===== config.mk =====
export PLATFORM = sky130hd
export DESIGN_NAME = bootlock_debug_gate
export DESIGN_NICKNAME = d
export VERILOG_FILES = /design/src/rtl/bootlock_pkg.sv /design/src/rtl/bootlock_lvl_decode.sv /design/src/rtl/bootlock_lock_ctrl.sv /design/src/rtl/bootlock_dbg_gate.sv /design/src/rtl/bootlock_debug_gate.sv
export SDC_FILE = /design/constraint.sdc
export NUM_CORES = 1
export LEC_CHECK = 0
export BUFFER_PORTS_ARGS = -buffer_cell sky130_fd_sc_hd__buf_2
export CAP_MARGIN = 20
export CORE_MARGIN = 2
export CORE_UTILIZATION = 44
export CTS_CLUSTER_DIAMETER = 60
export DETAILED_ROUTE_END_ITERATION = 6
export GPL_TIMING_DRIVEN = 1
export PLACE_DENSITY = 0.68
export REMOVE_ABC_BUFFERS = 1
export SLEW_MARGIN = 10
export SYNTH_ARGS = -nofsm -noshare
export SYNTH_HDL_FRONTEND = slang
export SYNTH_SLANG_ARGS = --single-unit
export TNS_END_PERCENT = 5

===== constraint.sdc =====
create_clock -name clk -period 2.9 [get_ports clk]
set_input_delay 0.145 -clock clk [delete_from_list [all_inputs] [get_ports clk]]
set_output_delay 0.145 -clock clk [all_outputs]
set_load 0.01 [all_outputs]

===== src/rtl/bootlock_pkg.sv =====
package bootlock_pkg;

  typedef enum logic [1:0] {
    LVL_OPEN  = 2'd0,
    LVL_GUARD = 2'd1,
    LVL_SEAL  = 2'd2
  } eff_lvl_t;

  typedef enum logic {
    CLR_IDLE = 1'b0,
    CLR_WAIT = 1'b1
  } clr_state_t;

  typedef struct packed {
    logic set_req;
    logic clr_req;
    logic lvl0_req;
    logic erase_done;
  } lock_cmd_t;

endpackage


===== src/rtl/bootlock_lvl_decode.sv =====
module bootlock_lvl_decode
  import bootlock_pkg::*;
#(
  parameter eff_lvl_t CODE3_AS = LVL_GUARD
) (
  input  logic [1:0] raw_lvl,
  output eff_lvl_t   eff_lvl,
  output logic       is_open,
  output logic       is_guard,
  output logic       is_seal
);
  always_comb begin
    unique case (raw_lvl)
      2'd0:    eff_lvl = LVL_OPEN;
      2'd1:    eff_lvl = LVL_GUARD;
      2'd2:    eff_lvl = LVL_SEAL;
      default: eff_lvl = CODE3_AS;
    endcase
  end

  assign is_open  = (eff_lvl == LVL_OPEN);
  assign is_guard = (eff_lvl == LVL_GUARD);
  assign is_seal  = (eff_lvl == LVL_SEAL);
endmodule


===== src/rtl/bootlock_lock_ctrl.sv =====
module bootlock_lock_ctrl
  import bootlock_pkg::*;
#(
  parameter int   ERASE_TMO = 1000,
  parameter logic LOCK_INIT = 1'b0
) (
  input  logic      clk,
  input  logic      rst,
  input  lock_cmd_t cmd,
  input  logic      is_open,
  input  logic      is_guard,
  output logic      lock_q,
  output logic      reject_q,
  output logic      erase_req_q
);
  localparam int TW = $clog2(ERASE_TMO + 1);
  localparam logic [TW-1:0] TMO_LAST = TW'(ERASE_TMO - 1);

  clr_state_t st_q, st_d;
  logic [TW-1:0] tmr_q, tmr_d;
  logic lock_d, reject_d;

  always_comb begin
    st_d     = st_q;
    lock_d   = lock_q;
    reject_d = 1'b0;
    tmr_d    = (st_q == CLR_WAIT) ? tmr_q + 1'b1 : '0;
    unique case (st_q)
      CLR_IDLE: begin
        if (cmd.set_req) begin
          lock_d   = 1'b1;
          reject_d = cmd.clr_req;
        end else if (cmd.clr_req) begin
          if (is_open) begin
            lock_d = 1'b0;
          end else if (is_guard && cmd.lvl0_req) begin
            st_d  = CLR_WAIT;
            tmr_d = '0;
          end else begin
            reject_d = 1'b1;
          end
        end
      end
      CLR_WAIT: begin
        if (cmd.set_req) begin
          lock_d   = 1'b1;
          st_d     = CLR_IDLE;
          reject_d = 1'b1;
        end else if (cmd.erase_done) begin
          lock_d = 1'b0;
          st_d   = CLR_IDLE;
        end else if (tmr_q == TMO_LAST) begin
          reject_d = 1'b1;
          st_d     = CLR_IDLE;
        end
      end
      default: st_d = CLR_IDLE;
    endcase
  end

  always_ff @(posedge clk) begin
    if (rst) begin
      st_q        <= CLR_IDLE;
      tmr_q       <= '0;
      lock_q      <= LOCK_INIT;
      reject_q    <= 1'b0;
      erase_req_q <= 1'b0;
    end else begin
      st_q        <= st_d;
      tmr_q       <= tmr_d;
      lock_q      <= lock_d;
      reject_q    <= reject_d;
      erase_req_q <= (st_d == CLR_WAIT);
    end
  end
endmodule


===== src/rtl/bootlock_dbg_gate.sv =====
module bootlock_dbg_gate #(
  parameter logic DBG_EN_INIT = 1'b1
) (
  input  logic clk,
  input  logic rst,
  input  logic is_seal,
  input  logic dbg_wr,
  input  logic dbg_wr_val,
  input  logic sec_set,
  output logic dbg_allow_q,
  output logic sec_q
);
  logic sw_en_q, sw_en_d;

  assign sw_en_d = dbg_wr ? dbg_wr_val : sw_en_q;

  always_ff @(posedge clk) begin
    if (rst) begin
      sw_en_q     <= DBG_EN_INIT;
      sec_q       <= 1'b0;
      dbg_allow_q <= 1'b0;
    end else begin
      sw_en_q     <= sw_en_d;
      sec_q       <= sec_q | sec_set;
      dbg_allow_q <= sw_en_d & ~is_seal;
    end
  end
endmodule


===== src/rtl/bootlock_debug_gate.sv =====
module bootlock_debug_gate
  import bootlock_pkg::*;
#(
  parameter int   ERASE_TMO = 1000,
  parameter logic LOCK_INIT = 1'b0
) (
  input  logic       clk,
  input  logic       rst,
  input  logic [1:0] prot_lvl,
  input  logic       lvl0_req,
  input  logic       lock_set_req,
  input  logic       lock_clr_req,
  input  logic       erase_done,
  input  logic       dbg_wr,
  input  logic       dbg_wr_val,
  input  logic       sec_set,
  output logic       dbg_allow,
  output logic       boot_force_main,
  output logic       sec_locked,
  output logic       clr_reject,
  output logic       erase_req
);
  eff_lvl_t  eff_lvl;
  logic      is_open, is_guard, is_seal;
  lock_cmd_t cmd;

  assign cmd = '{set_req: lock_set_req, clr_req: lock_clr_req,
                 lvl0_req: lvl0_req, erase_done: erase_done};

  bootlock_lvl_decode #(.CODE3_AS(LVL_GUARD)) u_lvl (
    .raw_lvl (prot_lvl),
    .eff_lvl (eff_lvl),
    .is_open (is_open),
    .is_guard(is_guard),
    .is_seal (is_seal)
  );

  bootlock_lock_ctrl #(.ERASE_TMO(ERASE_TMO), .LOCK_INIT(LOCK_INIT)) u_lock (
    .clk        (clk),
    .rst        (rst),
    .cmd        (cmd),
    .is_open    (is_open),
    .is_guard   (is_guard),
    .lock_q     (boot_force_main),
    .reject_q   (clr_reject),
    .erase_req_q(erase_req)
  );

  bootlock_dbg_gate #(.DBG_EN_INIT(1'b1)) u_dbg (
    .clk        (clk),
    .rst        (rst),
    .is_seal    (is_seal),
    .dbg_wr     (dbg_wr),
    .dbg_wr_val (dbg_wr_val),
    .sec_set    (sec_set),
    .dbg_allow_q(dbg_allow),
    .sec_q      (sec_locked)
  );
endmodule


==> run summary <==
CLOCK TREE
-----------------------------------------------------------------------------------------
Number of buffers inserted to repair setup after CTS                                    0
Count of H-tree levels built during CTS                                                 1
Hold-fix buffers at CTS                                                                 0
TritonCTS buffer count                                                                  3
Worst-skew pair later-pin latency                                                 0.28 ns
Clk pin slew, worst setup/hold paths                                              0.09 ns
Maximum buffer depth of the clock tree                                                  2
Clock root buffer master                                                         clkbuf_4
# resized after CTS                                                                     0
Clock sinks                                                                            16
TritonCTS clock tree                                                                built

GRT
-----------------------------------------------------------------------------------------
Number of antenna violations at the first check in global routing                       0
Pin count of the biggest net entering global routing                                   10
First-pass GRT wire length                                                        2.03 mm
Vias in the first global route                                                        502
Remaining global-route overflow                                                         0
Overall fraction of global-route tracks in use                                      0.145

FINAL LAYOUT
-----------------------------------------------------------------------------------------
Share of post-route cells with drive strength above 1                               0.250
Inserted Diodes                                                                         0
Top library cells by usage in the layout, fill and taps aside                16 x dfxtp_1, 15 x buf_2, 9 x nor2_1, 5 x a21oi_1, 4 x nand2_1
Area growth syn-to-layout                                                           18.4%
Combined area of the multi-input logic cells                                      337 µm²
Post-layout utilization of the core                                                 0.541
Most frequent standard cell in the layout excluding fill and tap cells            dfxtp_1
Number of fill cells                                                                  143
Layout Cell Area excl Fill                                                        796 µm²
Sequential cell area                                                              320 µm²
Post-layout net count                                                                 105

DRT
-----------------------------------------------------------------------------------------
Post-route ant nets                                                                     0
Final routed wire length divided by cell count                                    10.6 µm
Via density per instance                                                             5.31
Post-detailed-routing wire length                                                 1.15 mm
Starting DRC count in detailed routing                                                 10
Detailed Routing Iterations Pass 1                                                      4
Total DRC errors in the routed layout                                                   0
DR vias                                                                               573

SYNTHESIS
-----------------------------------------------------------------------------------------
Number of standard cells after synthesis                                               75
YS warnings                                                                             0
Top cells by area, synth                                                     dfxtp_1 48%, nor2_1 5.0%, a21oi_1 3.7%
Syn_area_per_cell                                                                8.96 µm²
Flip-flop cell with the highest count after synthesis                             dfxtp_1
Proportion of register bits with asynchronous set or reset after synthesis              0
Synthesized cell area                                                             672 µm²
Proportion of synthesized area in mux cells                                        0.0149
Number of flip-flops and latches in the synthesized netlist                            16
Share of the synthesized area in the top cell type                                  0.477
Adder-cell share of the synthesized area                                           0.0186
Simple-gate portion of the synthesized area                                         0.291
Post-synthesis cell type count                                                         30
Synth area leader                                                                 dfxtp_1
Post-synthesis sequential area ratio                                                0.477
Combinational family with the most area after synthesis                      simple AND/OR/NAND/NOR gates
Post-synthesis xor/xnor area fraction                                              0.0391
Compound-gate portion of the synthesized area                                       0.138
Number of synthesized flops with an enable pin                                          0

FLOORPLAN
-----------------------------------------------------------------------------------------
I/O pins                                                                               16
Die area                                                                         1860 µm²
Vertical die dimension                                                            43.1 µm
Row Count                                                                              14
Die X-Extent                                                                      43.1 µm
Initial cell density of the core                                                    0.457
Core outline area                                                                1470 µm²

POWER AND IR DROP
-----------------------------------------------------------------------------------------
Peak VDD IR                                                                      0.268 mV
Total power of the final layout                                                  0.399 mW
Power density over cell area                                                   502 nW/µm²
Static power due to leakage                                                      0.291 nW

STA
-----------------------------------------------------------------------------------------
Final hold violation count                                                              0
Maximum clock skew at final layout                                             0.00327 ns
Shortest clock period the worst path allows after layout                          1.38 ns
Fin Setup TNS                                                                        0 ns
Final worst-path cycle share                                                        0.475
Transition time of the tightest slew-check pin                                   0.363 ns
Rel. slew slack                                                                     0.756
Slack of the critical path                                                        1.52 ns
Final Setup Violations                                                                  0
Setup repair after global routing missed its margin                                    no
Maximum achievable frequency                                                    0.726 GHz
Final Max Slew Viols                                                                    0

WORST SETUP PATH
-----------------------------------------------------------------------------------------
Setup Crit Path Kind                                                         register to register
Arrival @ worst endpoint                                                          1.56 ns
Crit-path max FO                                                                        7
Critical Path End Type                                                           register
Data required time of the worst path                                              3.09 ns
Type of origin of the critical path                                              register

PLACEMENT
-----------------------------------------------------------------------------------------
Post-DP HPWL                                                                       878 µm
Worst slack after detailed placement                                              1.53 ns
Post-detailed-placement cell area                                                 759 µm²
Buffers added on ports                                                                 15
Placer congestion estimate                                                          0.817

FLOW RUN
-----------------------------------------------------------------------------------------
Number of max-capacitance violations reported                                           0

WORST HOLD PATH
-----------------------------------------------------------------------------------------
Type of the most critical hold path                                          primary input to register

OUTCOME
-----------------------------------------------------------------------------------------
Result of the run                                                            complete, no violations

==> final cells by class <==
| cell class | count | share of cell area |
|---|---|---|
| multi-input combinational | 55 | 0.423 |
| sequential | 16 | 0.403 |
| timing repair buffer | 15 | 0.0943 |
| clock buffer | 4 | 0.0456 |
| tap | 16 | 0.0252 |
| inverter | 2 | 0.00943 |
==> stage by stage <==
stage	hold slack, ns	std cells
final	0.0529	108
after global routing	0.0612	108
after CTS	0.0468	108
after detailed placement	0.356	104
after global placement	0.357	104
after floorplan	0.217	73
==> power breakdown <==
group          internal, mW  total, mW  switching, mW  leakage, nW
Combinational        0.0138     0.0269         0.0131        0.139
Sequential            0.225      0.227        0.00202        0.130
Clock                0.0764      0.146         0.0693       0.0210
Total                 0.315      0.399         0.0844        0.291
==> synthesized netlist by cell type, types with 3 or more instances <==
library cell	instances
o21ai_0	3
a21oi_1	5
dfxtp_1	16
nand2_1	4
nand3_1	3
nor2_1	9
nand2b_1	3
==> critical path, cell delays in order, from the launching register on <==
cell and delay [ns]:
dfxtp_1 0.37, or4b_2 0.67, a31oi_1 0.19, nor2_1 0.05
==> layer usage <==
metal | up-vias | wire length, µm | GRT usage | part of all wire
met3 | 2 | 38 | 0.0383 | 0.033
met1 | 258 | 590 | 0.177 | 0.51
met2 | 7 | 506 | 0.233 | 0.44
li1 | 306 | - | - | -
met4 | 0 | 12 | 0.0727 | 0.010
met5 | - | 0 | 0 | 0
==> logic make-up (layout without fill, tap and decap cells) <==
| kind of cell | after synthesis | after routing |
|---|---|---|
| buf+inv | 4 | 21 |
| simple gates | 35 | 35 |
| mux | 1 | 1 |
| xor+xnor | 3 | 3 |
| compound gates | 15 | 15 |
| flops | 16 | 16 |
| fa+ha+maj | 1 | 1 |
==> final timing paths <==
path / to / cells after the start / slack [ns] / from
setup / recovery: u_lock.lock_q$_SDFFE_PP0P_ / 3 / 1.52 / u_lock.erase_req_q$_SDFF_PP0_
hold / removal: u_lock.erase_req_q$_SDFF_PP0_ / 2 / 0.05 / lock_set_req
setup reg to reg: u_lock.lock_q$_SDFFE_PP0P_ / 3 / 1.52 / u_lock.erase_req_q$_SDFF_PP0_
hold reg to reg: u_dbg.sec_q$_SDFF_PP0_ / 2 / 0.47 / u_dbg.sec_q$_SDFF_PP0_
==> registers in the layout, summed over array words and instances, names as in the netlist <==
register and flops:
u_dbg.sw_en_q 1, u_lock.tmr_q 10, u_dbg.sec_q 1, u_lock.erase_req_q 1
u_lock.lock_q 1, u_dbg.dbg_allow_q 1, u_lock.reject_q 1
(Power assumes the default switching activity.)
